## src/rtl/hwmon_pkg.sv

```systemverilog
package hwmon_pkg;

  localparam int OFF_W      = 7;
  localparam int STORE_LO   = 'h10;
  localparam int STORE_N    = 64;
  localparam int CFG_OFF    = 'h40;
  localparam int MASK7_OFF  = 'h48;
  localparam int ALIAS_HI   = 'h50;
  localparam int VOLT_OFF   = 'h22;
  localparam int FAN_OFF    = 'h29;
  localparam int SOFT_BIT   = 7;

  typedef logic [7:0] byte_t;

  function automatic byte_t dflt_val(input int off);
    case (off)
      'h17:    return 8'h80;
      'h3F:    return 8'hA2;
      'h40:    return 8'h08;
      'h47:    return 8'h50;
      'h4B:    return 8'h15;
      default: return 8'h00;
    endcase
  endfunction

  function automatic logic is_writable(input int off);
    if (off < STORE_LO) return 1'b0;
    if (off >= 'h4C) return 1'b0;
    if (off == 'h3F || off == 'h41 || off == 'h42 || off == 'h4A) return 1'b0;
    return 1'b1;
  endfunction

  function automatic byte_t store_mask(input int off);
    return (off == MASK7_OFF) ? 8'h7F : 8'hFF;
  endfunction

  function automatic logic is_alias(input logic [OFF_W-1:0] off);
    return (int'(off) < STORE_LO) || (int'(off) >= ALIAS_HI);
  endfunction

endpackage

```

## src/rtl/hwmon_decode.sv

```systemverilog
module hwmon_decode
  import hwmon_pkg::*;
#(
  parameter int ADDR_W = 16
) (
  input  logic              win_en,
  input  logic [ADDR_W-8:0] base_addr,
  input  logic [ADDR_W-1:0] io_addr,
  input  logic              wr_stb,
  input  logic              rd_stb,
  output logic              wr_hit,
  output logic              rd_hit,
  output logic [OFF_W-1:0]  off
);

  logic match;

  always_comb begin
    match  = win_en && (io_addr[ADDR_W-1:OFF_W] == base_addr);
    off    = io_addr[OFF_W-1:0];
    wr_hit = match && wr_stb;
    rd_hit = match && rd_stb;
  end

endmodule

```

## src/rtl/hwmon_store.sv

```systemverilog
module hwmon_store
  import hwmon_pkg::*;
#(
  parameter int LO = STORE_LO,
  parameter int N  = STORE_N
) (
  input  logic             clk,
  input  logic             rst_n,
  input  logic             wr_en,
  input  logic [OFF_W-1:0] wr_off,
  input  logic [7:0]       wr_data,
  input  logic             soft_rst,
  output logic [N*8-1:0]   q_flat
);

  for (genvar i = 0; i < N; i++) begin : g_byte
    localparam int OFF = LO + i;
    if (is_writable(OFF)) begin : g_rw
      logic [7:0] q, d;
      logic       en, sel;

      always_comb begin
        sel = wr_en && (int'(wr_off) == OFF);
        en  = soft_rst || sel;
        d   = soft_rst ? dflt_val(OFF) : (wr_data & store_mask(OFF));
      end

      always_ff @(posedge clk or negedge rst_n) begin
        if (!rst_n)  q <= dflt_val(OFF);
        else if (en) q <= d;
      end

      assign q_flat[i*8 +: 8] = q;

      if (OFF == CFG_OFF) begin : g_cfg_chk
        assert_soft_reload_R6: assert property (@(posedge clk) disable iff (!rst_n)
          $past(soft_rst) |-> (q == 8'h08));
      end
      if (OFF == MASK7_OFF) begin : g_m7_chk
        assert_bit7_clear_R7: assert property (@(posedge clk) disable iff (!rst_n)
          $past(sel && !soft_rst) |-> (q == {1'b0, $past(wr_data[6:0])}));
      end
    end else begin : g_ro
      assign q_flat[i*8 +: 8] = dflt_val(OFF);
    end
  end

endmodule

```

## src/rtl/hwmon_rdsel.sv

```systemverilog
module hwmon_rdsel
  import hwmon_pkg::*;
#(
  parameter int LO     = STORE_LO,
  parameter int N      = STORE_N,
  parameter int N_VOLT = 5,
  parameter int N_FAN  = 2
) (
  input  logic [OFF_W-1:0]  off,
  input  logic [N*8-1:0]    q_flat,
  input  logic [23:0]       temp_code,
  input  logic [N_VOLT*8-1:0] volt_code,
  input  logic [N_FAN*8-1:0]  fan_code,
  output logic [7:0]        rd_byte
);

  localparam int CFG_IDX = CFG_OFF - LO;

  always_comb begin
    rd_byte = q_flat[CFG_IDX*8 +: 8];
    if (!is_alias(off)) rd_byte = q_flat[(int'(off) - LO)*8 +: 8];
    case (int'(off))
      'h1F:    rd_byte = temp_code[23:16];
      'h20:    rd_byte = temp_code[7:0];
      'h21:    rd_byte = temp_code[15:8];
      default: ;
    endcase
    for (int v = 0; v < N_VOLT; v++)
      if (int'(off) == VOLT_OFF + v) rd_byte = volt_code[v*8 +: 8];
    for (int f = 0; f < N_FAN; f++)
      if (int'(off) == FAN_OFF + f) rd_byte = fan_code[f*8 +: 8];
  end

endmodule

```

## src/rtl/hwmon_regfile.sv

```systemverilog
module hwmon_regfile
  import hwmon_pkg::*;
#(
  parameter int ADDR_W = 16,
  parameter int N_VOLT = 5,
  parameter int N_FAN  = 2
) (
  input  logic                clk,
  input  logic                rst_n,
  input  logic                win_en,
  input  logic [ADDR_W-8:0]   base_addr,
  input  logic [ADDR_W-1:0]   io_addr,
  input  logic                wr_stb,
  input  logic                rd_stb,
  input  logic [7:0]          wr_data,
  input  logic [23:0]         temp_code,
  input  logic [N_VOLT*8-1:0] volt_code,
  input  logic [N_FAN*8-1:0]  fan_code,
  output logic [7:0]          rd_data,
  output logic                rd_valid
);

  localparam int CFG_IDX = CFG_OFF - STORE_LO;

  logic [1:0] rst_sync;
  logic       rst_int_n;

  always_ff @(posedge clk or negedge rst_n) begin
    if (!rst_n) rst_sync <= 2'b00;
    else        rst_sync <= {rst_sync[0], 1'b1};
  end
  assign rst_int_n = rst_sync[1];

  logic             wr_hit, rd_hit, soft_rst, store_we;
  logic [OFF_W-1:0] off;
  logic [STORE_N*8-1:0] q_flat;
  logic [7:0]       rd_byte;

  hwmon_decode #(.ADDR_W(ADDR_W)) u_dec (
    .win_en(win_en), .base_addr(base_addr), .io_addr(io_addr),
    .wr_stb(wr_stb), .rd_stb(rd_stb),
    .wr_hit(wr_hit), .rd_hit(rd_hit), .off(off)
  );

  always_comb begin
    soft_rst = wr_hit && (int'(off) == CFG_OFF) && wr_data[SOFT_BIT];
    store_we = wr_hit && !soft_rst;
  end

  hwmon_store #(.LO(STORE_LO), .N(STORE_N)) u_store (
    .clk(clk), .rst_n(rst_int_n), .wr_en(store_we), .wr_off(off),
    .wr_data(wr_data), .soft_rst(soft_rst), .q_flat(q_flat)
  );

  hwmon_rdsel #(.LO(STORE_LO), .N(STORE_N), .N_VOLT(N_VOLT), .N_FAN(N_FAN)) u_rd (
    .off(off), .q_flat(q_flat), .temp_code(temp_code),
    .volt_code(volt_code), .fan_code(fan_code), .rd_byte(rd_byte)
  );

  logic [7:0] rd_data_d;
  logic       rd_valid_d;

  always_comb begin
    rd_valid_d = rd_hit;
    rd_data_d  = rd_hit ? rd_byte : rd_data;
  end

  always_ff @(posedge clk or negedge rst_int_n) begin
    if (!rst_int_n) begin
      rd_data  <= 8'h00;
      rd_valid <= 1'b0;
    end else begin
      rd_data  <= rd_data_d;
      rd_valid <= rd_valid_d;
    end
  end

  logic alias_rd;
  assign alias_rd = rd_hit && is_alias(off);

  assert_miss_no_change_R1: assert property (@(posedge clk) disable iff (!rst_int_n)
    !wr_hit |=> $stable(q_flat));

  assert_valid_follows_R2: assert property (@(posedge clk) disable iff (!rst_int_n)
    rd_hit |=> rd_valid);

  assert_valid_idle_R2: assert property (@(posedge clk) disable iff (!rst_int_n)
    !rd_hit |=> !rd_valid);

  assert_alias_cfg_R4: assert property (@(posedge clk) disable iff (!rst_int_n)
    alias_rd |=> (rd_data == $past(q_flat[CFG_IDX*8 +: 8])));

endmodule

```

## config.mk

```make
export PLATFORM = sky130hd
export DESIGN_NAME = hwmon_regfile
export DESIGN_NICKNAME = d
export VERILOG_FILES = /design/src/rtl/hwmon_pkg.sv /design/src/rtl/hwmon_decode.sv /design/src/rtl/hwmon_store.sv /design/src/rtl/hwmon_rdsel.sv /design/src/rtl/hwmon_regfile.sv
export SDC_FILE = /design/constraint.sdc
export NUM_CORES = 1
export LEC_CHECK = 0
export BUFFER_PORTS_ARGS = -buffer_cell sky130_fd_sc_hd__buf_4
export CORE_MARGIN = 5
export CORE_UTILIZATION = 35
export CTS_BUF_LIST = sky130_fd_sc_hd__clkbuf_4 sky130_fd_sc_hd__clkbuf_8
export DETAILED_ROUTE_END_ITERATION = 12
export GPL_TIMING_DRIVEN = 0
export HOLD_SLACK_MARGIN = 0.12
export SLEW_MARGIN = 20
export SYNTH_ARGS = -nofsm -noshare
export SYNTH_HDL_FRONTEND = slang
export SYNTH_HIERARCHICAL = 1
export SYNTH_SLANG_ARGS = --single-unit
```

## constraint.sdc

```tcl
create_clock -name clk -period 12.4 [get_ports clk]
set_input_delay 0.62 -clock clk [delete_from_list [all_inputs] [get_ports clk]]
set_output_delay 0.62 -clock clk [all_outputs]
set_load 0.1 [all_outputs]
```

## Word level (Yosys, flattened, before mapping)

Index checks and enable logic that the tools add are counted.
Widths: inputs -> output; s select.

| word-level totals | value |
|---|---|
| input bits | 118 |
| output and inout port bits | 9 |
| register bits | 459 |
| word-level logic and storage cells | 258 |

| operators by class | value |
|---|---|
| shift-type cells | 1 |
| order comparisons | 2 |
| $add $sub $neg | 1 |
| reduce and logical (&&, ||, !) cells | 120 |
| equality and inequality tests | 60 |
| multiplexer cells | 15 |

Operators by type and width:

| kind | count |
|---|---|
| $shiftx 512x32->8 | 1 |
| $eq 7x7->1 const B | 40 |
| $eq 7x6->1 const B | 18 |
| $mux 8 | 13 |
| $logic_and 1x1->1 | 62 |
| $logic_or 1x1->1 | 57 |
| $pmux 8 s3 | 1 |
| $eq 9x9->1 | 1 |
| $sub 7x5->8 const B | 1 |
| $eq 7x5->1 const B | 1 |
| $ge 7x7->1 const B | 1 |
| $lt 7x5->1 const B | 1 |
| $mux 7 | 1 |
| $logic_not 1->1 | 1 |

## Logic depth before layout (Yosys ltp)

| depth | value |
|---|---|
| depth in word-level cells | 11 |
| gate-level depth with buffers | 14 |
| depth with buffers taken out | 10 |

## Modules after synthesis

The synthesis kept the hierarchy.

Modules (own cells, without submodules):

| module | times used | area an instance (um^2) | cells an instance |
|---|---|---|---|
| hwmon_store | 1 | 20,164.3 | 1,614 |
| hwmon_rdsel | 1 | 5,557.8 | 537 |
| hwmon_regfile | 1 | 411.6 | 25 |
| hwmon_decode | 1 | 163.9 | 22 |

## Worst setup path after synthesis

No wires, ideal clock.

| timing path | value |
|---|---|
| path type | in2reg |
| from | in io_addr[4] |
| to | reg rd_data[0] |
| library setup time | 125 ps |
| buffers on the path | 2 |
| slack | 9,353 ps |
| required time | 12,275 ps |
| stages on the path | 10 |
| arrival | 2,922 ps |
| cells stage by stage | buf_4 clkbuf_1 inv_1 ha_1 or4b_1 o32ai_1 nor2b_2 a2111oi_0 a211oi_1 mux2_2 |

| on the way | value |
|---|---|
| cells in the longest elaborated chain, start to end | 11 |
| elaborated cells between the ends (all ways) | 24 |
| those cells by class | add/sub: 1; order compare: 2; eq/ne: 10; shift: 1; mux: 9; reduce/logical: 1 |

Ends and longest elaborated chain:

| item | RTL line | source |
|---|---|---|
| from (decl) | hwmon_regfile.sv:12 | `input logic [ADDR_W-1:0] io_addr,` |
| $sub 7x5->8 (tied with other cells) | hwmon_rdsel.sv:21 | `if (!is_alias(off)) rd_byte = q_flat[(int'(off) - LO)*8 +: 8];` |
| $shiftx 512x32->8 / $logic_or 1x1->1 (equally long branches) | hwmon_rdsel.sv:21, hwmon_pkg.sv:38 |  |
| $mux 8 | hwmon_rdsel.sv:21 |  |
| $pmux 8 s3 | hwmon_rdsel.sv:22 | `case (int'(off))` |
| $mux 8 (5 in series) | hwmon_rdsel.sv:29 | `if (int'(off) == VOLT_OFF + v) rd_byte = volt_code[v*8 +: 8];` |
| $mux 8 | hwmon_rdsel.sv:31 | `if (int'(off) == FAN_OFF + f) rd_byte = fan_code[f*8 +: 8];` |
| $mux 8 (*) | hwmon_rdsel.sv:31 |  |
| via rd_byte[0] | hwmon_regfile.sv:37 | `logic [7:0] rd_byte;` |
| to (signal assigned) | hwmon_regfile.sv:73 | `rd_data <= rd_data_d;` |
| to (decl) | hwmon_regfile.sv:19 | `output logic [7:0] rd_data,` |

The timed path passes the listed nets; every way through them passes the cells marked *.
A chain may end at the register's enable or synchronous reset.

## Worst setup path in the final report

| timing path | value |
|---|---|
| from | in base_addr[2] |
| to | reg u_store.g_byte[53].g_rw.q[3] |

| on the way | value |
|---|---|
| cells in the longest elaborated chain, start to end | 9 |
| elaborated cells between the ends (all ways) | 10 |
| those cells by class | eq/ne: 1; mux: 1; reduce/logical: 8 |

Ends and longest elaborated chain:

| item | RTL line | source |
|---|---|---|
| from (decl) | hwmon_regfile.sv:11 | `input logic [ADDR_W-8:0] base_addr,` |
| $eq 9x9->1 (*) | hwmon_decode.sv:19 | `match = win_en && (io_addr[ADDR_W-1:OFF_W] == base_addr);` |
| $logic_and 1x1->1 (*) | hwmon_decode.sv:19 |  |
| $logic_and 1x1->1 (*) | hwmon_decode.sv:21 | `wr_hit = match && wr_stb;` |
| via wr_hit | hwmon_regfile.sv:34 | `logic wr_hit, rd_hit, soft_rst, store_we;` |
| $logic_and 1x1->1 (*) (2 in series) | hwmon_regfile.sv:46 | `soft_rst = wr_hit && (int'(off) == CFG_OFF) && wr_data[SOFT_BIT];` |
| via soft_rst | hwmon_regfile.sv:34 |  |
| $logic_not 1->1 | hwmon_regfile.sv:47 | `store_we = wr_hit && !soft_rst;` |
| $logic_and 1x1->1 | hwmon_regfile.sv:47 |  |
| $logic_and 1x1->1 | hwmon_store.sv:23 | `sel = wr_en && (int'(wr_off) == OFF);` |
| $logic_or 1x1->1 | hwmon_store.sv:24 | `en = soft_rst \|\| sel;` |
| to (signal assigned) | hwmon_store.sv:29 | `if (!rst_n) q <= dflt_val(OFF);` |
| to (decl) | hwmon_store.sv:19 | `logic [7:0] q, d;` |

Marked as above.

==> results.json <==
{
  "h-tree-depth": 3,
  "yosys.area_share.adder_pct": 0.190,
  "grt_max_degree": 57,
  "crit_top_cell": "clkbuf_1",
  "worstSkewPairLatency_ns": 0.69,
  "die_y_um": 284,
  "synth_mux_area_share_pct": 29.5,
  "vias": 19700,
  "finClkSkew_ns": 0.0312,
  "die-area_sq_um": 80700,
  "synth_edf_count": 0,
  "crit_fanout": 10,
  "tns_ns": 0,
  "start_util_pct": 35.3,
  "cp_top_family": "buffers and inverters",
  "globalRouteOverflowTotal": 0,
  "fill_cells": 7060,
  "rsz0062_at_grt": "no",
  "nets": 2599,
  "wl_per_cell_um": 29.3,
  "firstDrtPassIters": 5,
  "fin_area_sq_um": 30800,
  "place_congestion": 0.969,
  "place.detailed.hpwl_um": 73800,
  "ys_async_sr_fraction_pct": 100,
  "synthXorXnorAreaFrac_pct": 0.333,
  "final_core_util_pct": 41.3,
  "final_common_cell": "mux2i_1",
  "syn_area_sq_um": 26300,
  "syn2layout_area_growth_pct": 17.0,
  "synth_top_family_by_area": "multiplexers",
  "synth_cells": 2198,
  "grt_pass1_vias": 20600,
  "ant_nets": 0,
  "antenna_found_initial": 4,
  "layout-drive-gt1-share_pct": 23.6,
  "yosysUniqueCellTypes": 78,
  "ctsResizeCount": 0,
  "cts_buffer_depth": 3,
  "path_buf_inv": 5,
  "synthSimpleGateAreaFrac_pct": 16.0,
  "cp_slowest_stage_delay_ns": 0.91,
  "synth_ff_type": "dfrtp_1",
  "grt_first_pass_wirelength_um": 148000,
  "hold_viol": 0,
  "place_area_sq_um": 28900,
  "synth-compound-area-share_pct": 4.67,
  "drt-initial-drc-count": 1795,
  "tightestPinTransition_ns": 1.28,
  "maxCapViolations": 0,
  "critPathKind": "in -> reg",
  "crit_chain": "buf_4 -> xnor2_1 -> nand4_1 -> nor3_1 -> nand4b_1 -> nor4_1 -> clkbuf_1 -> buf_2 -> nand2b_1 -> clkbuf_1 -> clkbuf_1 -> mux2i_1",
  "post-route-min-period_ns": 4.46,
  "fp-row-count": 100,
  "critical_path.endpoint_type": "register",
  "ys_warn_count": 6,
  "final_cells": 3514,
  "cts_tree": "done",
  "grt_use_total_pct": 24.9,
  "syn_area_per_cell_sq_um": 12.0,
  "core_sq_um": 74400,
  "powerDensity_nw_per_um2": 111,
  "numCtsBuffers": 84,
  "required_ns": 12.90,
  "relSlewSlack_pct": 14.7,
  "total_power_uw": 3430,
  "cts_sinks": 458,
  "arrival_ns": 4.96,
  "io_pins": 127,
  "route.detailed.drc": 0,
  "finalSetupViolCount": 0,
  "postCtsSetupRepairBufs": 0,
  "synth-seq-cells": 458,
  "min_path_type": "in -> reg",
  "start_kind": "input port",
  "period_share_pct": 36.0,
  "fmax_mhz": 224,
  "mostFrequentLayoutCells": "mux2i_1, nand2b_1, dfrtp_1",
  "port_buffers": 119,
  "critPathSlowestCell": "clkbuf_1",
  "leakagePower_uw": 0.0164,
  "outcome": "completed",
  "viasPerCell": 5.60,
  "dp.cells": 3359,
  "vdd_drop_max_uv": 78.2,
  "yosysSeqAreaShare_pct": 43.6,
  "routed_wl_um": 103000,
  "cts_root_buffer": "clkbuf_8",
  "path_clk_slew_ns": 0.06,
  "slew_viol_final": 0,
  "die_w_um": 284
}
synthesized netlist by cell type (all sizes together), types with 6 or more instances:
cell type	count	share of area (%)
mux2i	499	19
nand2b	454	11
dfrtp	451	43
buf	139	4.0
mux4	114	9.9
clkbuf	107	1.5
nand2	96	2.0
a21oi	36	0.69
nor2	35	0.53
a22oi	31	0.88
o21ai	18	0.34
mux2	13	0.56
nor2b	13	0.32
nand3	10	0.19
and2	9	0.21
nor3	9	0.17
o22ai	9	0.21
xnor2	9	0.30
a211oi	8	0.23
inv	8	0.11
nand4	8	0.29
o211ai	8	0.23
dfstp	7	0.70
a211o	6	0.20
a21o	6	0.17
a31oi	6	0.14
and4bb	6	0.29
o2111ai	6	0.20
cell families after synthesis:
family                     count (synthesis)
other                                      3
DFF                                      458
and+or+nand+nor                          670
xor gates and xnor gates                  10
AOI/OAI and AO/OA                        173
buffers and inverters                    254
adders and majority gates                  4
muxes                                    626
stage by stage:
step                setup slack (ns)  hold slack [ns]
finish                          7.94            0.197
global route                    7.84            0.174
CTS                             8.17            0.163
detailed placement              7.43            0.302
global placement                1.98            0.337
floorplan                       4.94            0.324
per-layer routing:
layer  GRT usage [%]  wire length, um  up-vias
li1                -                -     8308
met1            34.2            43400    10100
met2            37.5            44700     1017
met3            6.58             9750      238
met4            10.5             5230        2
met5               0               17        -
sequential cells by signal, summed over array words and instances (netlist names):
register               count
rst_sync                   2
rd_data                    8
u_store/g_byte.g_rw.q    447
rd_valid                   1
where the power goes:
group | switching [uW] | internal [uW]
combinational | 213 | 112
sequential | 2.64 | 1500
clock | 680 | 925
repair_timing:
item                                    in CTS  in global routing
hold buffers                                 1                  0
endpoints found under the setup margin       0                  0
endpoints found under the hold margin        2                  0
worst paths after layout:
| kind | cells after the start | slack (ns) | endpoint | from |
|---|---|---|---|---|
| max in group asynchronous | 4 | 10.52 | u_store/g_byte[40].g_rw.q[3]$_DFFE_PN0P_ | rst_sync[1]$_DFF_PN0_ |
| worst max register to register | 7 | 9.24 | rd_data[0]$_DFFE_PN0P_ | u_store/g_byte[23].g_rw.q[0]$_DFFE_PN0P_ |
| worst max-delay path | 12 | 7.94 | u_store/g_byte[53].g_rw.q[3]$_DFFE_PN0P_ | base_addr[2] |
| min in group asynchronous | 0 | 0.27 | u_store/g_byte[12].g_rw.q[5]$_DFFE_PN0P_ | rst_sync[1]$_DFF_PN0_ |
| worst min-delay path | 2 | 0.20 | u_store/g_byte[59].g_rw.q[2]$_DFFE_PN1P_ | wr_data[2] |
| worst min register to register | 0 | 0.27 | u_store/g_byte[12].g_rw.q[5]$_DFFE_PN0P_ | rst_sync[1]$_DFF_PN0_ |
layout make-up:
cell class	count	area, sq um	share of cell area [%]
flip-flops and latches	458	11500	37.3
repair buffers	130	1150	3.74
inverters	8	30.0	0.0976
clock buffers	135	1680	5.47
multi-input cells	1549	13600	44.1
clock inverters	15	179	0.581
plain buffers	246	1450	4.71
well taps	969	1210	3.94
diodes	4	10.0	0.0325
worst reg2reg max path: cells and delay by family, from the launching register on:
family | cells | cell delay, ns
flip-flops | 1 | 0.38
AO/OA/AOI/OAI | 5 | 1.88
multiplexers | 2 | 0.75
Power figures use the tool's default switching activity.
